==> config.mk <==
export PLATFORM = sky130hd
export DESIGN_NAME = crc16_engine
export DESIGN_NICKNAME = d
export VERILOG_FILES = /design/src/rtl/crc16_pkg.sv /design/src/rtl/crc16_reg_decode.sv /design/src/rtl/crc16_byte_unit.sv /design/src/rtl/crc16_byte_counter.sv /design/src/rtl/crc16_read_mux.sv /design/src/rtl/crc16_engine.sv
export SDC_FILE = /design/constraint.sdc
export NUM_CORES = 1
export LEC_CHECK = 0
export ABC_AREA = 1
export BUFFER_PORTS_ARGS = -buffer_cell sky130_fd_sc_hd__buf_4
export CORE_MARGIN = 4
export CORE_UTILIZATION = 30
export DETAILED_ROUTE_END_ITERATION = 16
export GPL_ROUTABILITY_DRIVEN = 0
export GPL_TIMING_DRIVEN = 0
export MAX_ROUTING_LAYER = met4
export PLACE_DENSITY = 0.56
export SYNTH_ARGS = -nofsm -noshare
export SYNTH_HDL_FRONTEND = slang
export SYNTH_SLANG_ARGS = --single-unit
==> constraint.sdc <==
create_clock -name clk -period 1.9 [get_ports clk]
set_clock_uncertainty 0.15 [all_clocks]
set_input_delay 0.38 -clock clk [delete_from_list [all_inputs] [get_ports clk]]
set_output_delay 0.38 -clock clk [all_outputs]
set_load 0.01 [all_outputs]
==> src/rtl/crc16_pkg.sv <==
package crc16_pkg;

    localparam int CRC_W    = 16;
    localparam int BYTE_W   = 8;
    localparam int ADDR_W   = 2;
    localparam int CNT_W    = 12;
    localparam int CLR_BIT  = 15;

    typedef logic [CRC_W-1:0] crc_t;

    localparam crc_t POLY_REFL = 16'h8408;
    localparam crc_t CRC_START = 16'hFFFF;

    localparam logic [31:0] SELFTEST_BYTES  = 32'hCCF5_F1A7;
    localparam crc_t        SELFTEST_RESULT = 16'h51DF;

    typedef enum logic [ADDR_W-1:0] {
        SEL_CTRL   = 2'd0,
        SEL_DATA   = 2'd1,
        SEL_RESULT = 2'd2,
        SEL_SPARE  = 2'd3
    } reg_sel_e;

    typedef struct packed {
        logic              clear;
        logic              feed;
        logic [BYTE_W-1:0] byte_val;
    } eng_cmd_t;

    function automatic crc_t crc_bit(crc_t state, logic din);
        logic fb;
        fb = state[0] ^ din;
        return fb ? ((state >> 1) ^ POLY_REFL) : (state >> 1);
    endfunction

    function automatic crc_t crc_byte(crc_t state, logic [BYTE_W-1:0] b);
        crc_t s;
        s = state;
        for (int i = 0; i < BYTE_W; i++) begin
            s = crc_bit(s, b[i]);
        end
        return s;
    endfunction

    function automatic crc_t crc_word32(crc_t state, logic [31:0] bytes);
        crc_t s;
        s = state;
        for (int k = 3; k >= 0; k--) begin
            s = crc_byte(s, bytes[k*8 +: 8]);
        end
        return s;
    endfunction

    localparam crc_t OUT_MASK = crc_word32(CRC_START, SELFTEST_BYTES) ^ SELFTEST_RESULT;

endpackage

==> src/rtl/crc16_reg_decode.sv <==
module crc16_reg_decode
    import crc16_pkg::*;
(
    input  logic              wr_en,
    input  logic [ADDR_W-1:0] wr_addr,
    input  logic [15:0]       wr_data,
    output eng_cmd_t          cmd
);
    reg_sel_e sel;

    always_comb begin
        sel          = reg_sel_e'(wr_addr);
        cmd.clear    = 1'b0;
        cmd.feed     = 1'b0;
        cmd.byte_val = wr_data[BYTE_W-1:0];
        if (wr_en) begin
            unique case (sel)
                SEL_CTRL:   cmd.clear = wr_data[CLR_BIT];
                SEL_DATA:   cmd.feed  = 1'b1;
                default:    ;
            endcase
        end
    end
endmodule

==> src/rtl/crc16_byte_unit.sv <==
module crc16_byte_unit
    import crc16_pkg::*;
#(
    parameter crc_t POLY  = POLY_REFL,
    parameter crc_t START = CRC_START,
    parameter int   BITS  = BYTE_W
) (
    input  logic            clk,
    input  logic            rst,
    input  logic            clear,
    input  logic            feed,
    input  logic [BITS-1:0] byte_val,
    output crc_t            state
);
    crc_t stage [0:BITS];
    crc_t state_q;

    assign stage[0] = state_q;

    for (genvar g = 0; g < BITS; g++) begin : g_bit
        logic fb;
        assign fb           = stage[g][0] ^ byte_val[g];
        assign stage[g + 1] = fb ? ((stage[g] >> 1) ^ POLY) : (stage[g] >> 1);
    end

    always_ff @(posedge clk) begin
        if (rst || clear) begin
            state_q <= START;
        end else if (feed) begin
            state_q <= stage[BITS];
        end
    end

    assign state = state_q;
endmodule

==> src/rtl/crc16_byte_counter.sv <==
module crc16_byte_counter #(
    parameter int W = 12
) (
    input  logic         clk,
    input  logic         rst,
    input  logic         clear,
    input  logic         inc,
    output logic [W-1:0] count
);
    localparam logic [W-1:0] CNT_MAX = {W{1'b1}};

    logic [W-1:0] count_q;

    always_ff @(posedge clk) begin
        if (rst || clear) begin
            count_q <= '0;
        end else if (inc && (count_q != CNT_MAX)) begin
            count_q <= count_q + 1'b1;
        end
    end

    assign count = count_q;
endmodule

==> src/rtl/crc16_read_mux.sv <==
module crc16_read_mux
    import crc16_pkg::*;
(
    input  logic [ADDR_W-1:0] rd_addr,
    input  logic [CNT_W-1:0]  count,
    input  crc_t              result,
    output logic [15:0]       rd_data
);
    reg_sel_e sel;

    always_comb begin
        sel = reg_sel_e'(rd_addr);
        unique case (sel)
            SEL_CTRL:   rd_data = {{(16-CNT_W){1'b0}}, count};
            SEL_DATA:   rd_data = '0;
            SEL_RESULT: rd_data = result;
            default:    rd_data = '0;
        endcase
    end
endmodule

==> src/rtl/crc16_engine.sv <==
module crc16_engine
    import crc16_pkg::*;
(
    input  logic        clk,
    input  logic        rst,
    input  logic        wr_en,
    input  logic [1:0]  wr_addr,
    input  logic [15:0] wr_data,
    input  logic [1:0]  rd_addr,
    output logic [15:0] rd_data
);
    eng_cmd_t         cmd;
    crc_t             crc_state;
    crc_t             result;
    logic [CNT_W-1:0] count;

    crc16_reg_decode u_dec (
        .wr_en   (wr_en),
        .wr_addr (wr_addr),
        .wr_data (wr_data),
        .cmd     (cmd)
    );

    crc16_byte_unit #(
        .POLY  (POLY_REFL),
        .START (CRC_START),
        .BITS  (BYTE_W)
    ) u_crc (
        .clk      (clk),
        .rst      (rst),
        .clear    (cmd.clear),
        .feed     (cmd.feed),
        .byte_val (cmd.byte_val),
        .state    (crc_state)
    );

    crc16_byte_counter #(
        .W (CNT_W)
    ) u_cnt (
        .clk   (clk),
        .rst   (rst),
        .clear (cmd.clear),
        .inc   (cmd.feed),
        .count (count)
    );

    assign result = crc_state ^ OUT_MASK;

    crc16_read_mux u_rd (
        .rd_addr (rd_addr),
        .count   (count),
        .result  (result),
        .rd_data (rd_data)
    );
endmodule

Yosys cells after proc, flatten, opt, wreduce, memory -nomap -nowiden
Cells that the tools add are included.
{"block": "op_classes", "addsub": 1, "eq_ne": 3, "mux": 12, "bitwise_logic": 17, "n_reduce_logical": 4}
{"cell": "$mux 16", "n": 8}
{"cell": "$pmux 16 s2", "n": 1}
{"cell": "$not 2->3", "n": 8}
{"cell": "$not 16->16", "n": 1}
{"cell": "$add 12x1->12 const B", "n": 1}
{"cell": "$ne 12x12->1 const B", "n": 1}
{"cell": "$xor 1x1->1", "n": 8}
{"cell": "$logic_not 2->1", "n": 2}
{"cell": "$eq 2x1->1 const B", "n": 1}
{"cell": "$eq 2x2->1 const B", "n": 1}
{"cell": "$mux 1", "n": 2}
{"cell": "$mux 2", "n": 1}
{"cell": "$logic_and 1x1->1", "n": 1}
{"cell": "$logic_or 1x1->1", "n": 1}
{"block": "word_totals", "reg_bits": 28, "output_inout_bits": 16}

Depth between registers and ports, before layout
{"block": "depth", "ltp_word": 16, "ltp_mapped": 8, "mapped_depth_nobuf": 8}

By module
A second synthesis with hierarchy kept.
{"block": "hier_totals", "cells_unflattened": 363, "hier_area_um2": 2214.6}
{"mod": "crc16_byte_unit", "n_inst": 1, "cells_per_inst": 178, "area_per_inst_um2": 1136.1, "seq_area_each_um2": 320.3}
{"mod": "crc16_byte_counter", "n_inst": 1, "cells_per_inst": 105, "area_per_inst_um2": 713.2, "seq_area_each_um2": 240.2}
{"mod": "crc16_read_mux", "n_inst": 1, "cells_per_inst": 50, "area_per_inst_um2": 217.7, "seq_area_each_um2": 0.0}
{"mod": "crc16_reg_decode", "n_inst": 1, "cells_per_inst": 14, "area_per_inst_um2": 87.6, "seq_area_each_um2": 0.0}
{"mod": "crc16_engine", "n_inst": 1, "cells_per_inst": 16, "area_per_inst_um2": 60.1, "seq_area_each_um2": 0.0}

Worst setup path after synthesis
OpenSTA, ideal clock, no wires.
{"block": "synth_timing", "path_kind": "input -> output", "startpoint": "input rd_addr[0]", "endpoint": "output rd_data[0]", "arrival_ps": 1092, "t_required_ps": 1370, "path_slack_ps": 278, "cell_stages": 3, "n_path_buf": 1, "path_cell_list": "or2_2 clkbuf_1 o22ai_1"}
{"block": "synth_between", "elab_chain_cells": 2}
{"element": "start: declaration", "line": "crc16_engine.sv:9", "text": "input logic [1:0] rd_addr,"}
{"element": "$eq 2x2->1 / $logic_not 2->1 (equally long branches)", "line": "crc16_read_mux.sv:13", "text": "unique case (sel)"}
{"element": "$pmux 16 s2 *", "line": "crc16_read_mux.sv:13"}
{"element": "end: declaration", "line": "crc16_engine.sv:10", "text": "output logic [15:0] rd_data"}
Mark *: on every way between the ends. The rest lies on a longest branch, timed or not.

Worst setup path in the final report
{"block": "layout_timing", "startpoint": "input rd_addr[0]", "endpoint": "output rd_data[2]"}
Same word-level chain as after synthesis.

==> impl_metrics.sql <==
INSERT INTO impl_metrics (metric_group, metric, value, unit) VALUES
('placed_design', 'place.detailed.hpwl', '3730', 'um'),
('pwr', 'irDropWorstVdd', '0.299', 'mV'),
('setup_path', 'maximum_cell_stage_delay_along_the_critical_path', '400', 'ps'),
('timing', 'timing.final.crit_period', '1790', 'ps'),
('logic_synthesis', 'post-synth-top-area-fraction', '31.9', '%'),
('clock_network', 'post-cts-setup-buffer-count', '0', ''),
('detailed_routing', 'routedWlPerCell', '13.1', 'um'),
('clock_network', 'cts_buffers', '3', ''),
('pwr', 'powerDensity', '632', 'nW/um^2'),
('setup_path', 'path_class', 'in2out', ''),
('logic_synthesis', 'synth_largest_area_cell', 'dfxtp_1', ''),
('logic_synthesis', 'postSynth.asyncResetShare', '0', '%'),
('cells_and_area', 'post-route-util', '38.7', '%'),
('timing', 'report.final.setup_viol', '0', ''),
('clock_network', 'clock_tree.htree_level_count', '1', ''),
('placed_design', 'numPlacedInstances', '360', ''),
('setup_path', 'worst-r2r-setup-slack', '280', 'ps'),
('logic_synthesis', 'ys_seq_elements', '28', ''),
('global_route', 'antenna_found_initial', '0', ''),
('setup_path', 'worst-path-stages', '4', ''),
('timing', 'post_route_worst_setup_slack', '114', 'ps'),
('clock_network', 'clock-root-buffer', 'clkbuf_8', ''),
('global_route', 'grt_pass1_vias', '1717', ''),
('logic_synthesis', 'synth_edf_count', '0', ''),
('clock_network', 'tritoncts_num_sinks', '28', ''),
('logic_synthesis', 'mapped_cell_area', '1760', 'sq um'),
('detailed_routing', 'initialDrtViolationCount', '81', ''),
('cells_and_area', 'antenna-diode-count', '0', ''),
('timing', 'setup_repair_after_global_routing_missed_its_margin', 'no', ''),
('floorplanning', 'placeableCoreArea', '5570', 'sq um'),
('placed_design', 'port_buffers', '31', ''),
('job', 'maxCapViolCount', '0', ''),
('logic_synthesis', 'synth_top_flop_cell', 'dfxtp_1', ''),
('clock_network', 'cts_hold_buffers', '0', ''),
('cells_and_area', 'layout.cells.most_common_list', '63 x nand2_1, 33 x inv_1, 33 x buf_4', ''),
('detailed_routing', 'drt_drc_violations_left', '0', ''),
('logic_synthesis', 'synth_cells', '257', ''),
('clock_network', 'cts_tree', 'yes', ''),
('floorplanning', 'start_util', '31.5', '%'),
('logic_synthesis', 'yosysWarnings', '0', ''),
('setup_path', 'critPathTopFamily', 'simple AND/OR/NAND/NOR gates', ''),
('setup_path', 'path_cells', 'buf_4, or2_2, o22ai_1, buf_4', ''),
('logic_synthesis', 'ys_seq_area_share', '31.9', '%'),
('setup_path', 'worst-r2r-cell-count', '8', ''),
('setup_path', 'cp-endpoint', 'rd_data[2]', ''),
('global_route', 'maximum_number_of_pins_on_one_net_before_global_route_repair', '17', ''),
('global_route', 'groute.layer.met1.usage', '16.7', '%'),
('setup_path', 'critPathLaunchType', 'primary input', ''),
('floorplanning', 'die_area', '7140', 'sq um'),
('setup_path', 'crit_end_element', 'output port', ''),
('setup_path', 'path_max_fanout', '12', ''),
('cells_and_area', 'drive_above_1_share', '21.6', '%'),
('logic_synthesis', 'synthTopCellsByArea', 'dfxtp_1 32%, nand2_1 13%, inv_1 7.1%', ''),
('status', 'outcome', 'finished, final reports clean', ''),
('global_route', 'grt_remaining_overflow', '0', ''),
('logic_synthesis', 'synth.distinct_cells', '28', ''),
('floorplanning', 'design.portCount', '39', ''),
('cells_and_area', 'leading_cell_type_in_the_layout_fill_and_taps_excluded', 'nand2_1', ''),
('global_route', 'gr-usage-all-layers', '14.3', '%'),
('setup_path', 'critical_path_startpoint', 'rd_addr[0]', ''),
('detailed_routing', 'num_vias', '1719', ''),
('timing', 'final_max_slew_viol_count', '0', ''),
('clock_network', 'clock_slew_seen_by_the_registers_of_the_worst_setup_and_hold_paths', '100', 'ps'),
('hold_path', 'holdPathStages', '4', ''),
('setup_path', 'critical_path_required', '1370', 'ps'),
('cells_and_area', 'finish.cell_count_without_fillers', '363', ''),
('floorplanning', 'std_cell_rows', '27', ''),
('setup_path', 'critical_path.slowest_cell', 'or2_2', ''),
('global_route', 'global_route_wire_length_before_repair', '8110', 'um'),
('logic_synthesis', 'postSynthNetCount', '281', ''),
('setup_path', 'regToRegStartpoint', 'u_cnt.count[0]', '');
[sequential cells by signal, summed over array words and instances, names as in the netlist]
signal,flops
u_crc.state,16
u_cnt.count,12
[where the power goes]
part	leakage (nW)	switching [mW]	total, mW	internal, mW
Sequential	0.228	0.0240	0.633	0.609
Clock	0.0357	0.201	0.484	0.282
Combinational	0.633	0.145	0.245	0.0997
Total	0.897	0.371	1.36	0.991
[Yosys cell counts, types with 5 or more instances]
| master | count |
|---|---|
| nand2_1 | 63 |
| dfxtp_1 | 28 |
| nor2_1 | 21 |
| o21ai_0 | 12 |
| o21ai_1 | 5 |
| nand3_1 | 20 |
| xnor2_1 | 8 |
| inv_1 | 33 |
| xor2_1 | 7 |
| a21oi_2 | 8 |
| a21oi_1 | 9 |
| o22ai_1 | 12 |
[worst min path at each step]
stage / from / slack [ps] / endpoint
floorplan: u_crc.state[8] / 310 / u_crc.state[8]
global placement: u_crc.state[9] / 340 / u_crc.state[9]
detailed placement: u_crc.state[9] / 340 / u_crc.state[9]
CTS: rst / 250 / u_cnt.count[5]
global route: rst / 270 / u_cnt.count[5]
finish: rst / 250 / u_cnt.count[5]
[through the flow]
stage               power (mW)  cell area [sq um]  hold slack [ps]  TNS (ps)
floorplan                0.801               1760              311         0
global placement         0.889               2080              338     -1230
detailed placement       0.890               2080              338     -1140
CTS                       1.38               2150              249         0
global route              1.43               2160              267         0
finish                    1.36               2160              252         0
[worst register-to-register path, cell delays in order (launching register included)]
cell	delay (ps)
dfxtp_1	430
ha_1	220
inv_1	80
nor2_4	170
nand3_4	100
nand2_4	90
buf_12	130
nand2_1	70
a21oi_2	130
[cells by family after synthesis]
family	Yosys count	share of synthesized area, %
flops	28	31.9
compound gates	51	18.1
xor+xnor	15	7.48
fa+ha+maj	1	0.713
buf+inv	42	10.4
simple gates	120	31.4
[cell type report]
class                      instances  area (sq um)  area share, %
inverter                          34           128           5.92
clock inverter                     1          30.0           1.39
tap                               72          90.1           4.18
buffer                             7          55.1           2.55
sequential                        28           561           26.0
clock buffer                       3          41.3           1.92
timing repair buffer              31           233           10.8
multi-input combinational        187          1020           47.2
[metal layers]
layer / share of wire (%) / vias up
met5: 0 / -
met3: 3.3 / 2
met4: 0.44 / 0
met2: 52 / 26
li1: - / 905
met1: 44 / 786
Power figures use the tool's default switching activity.
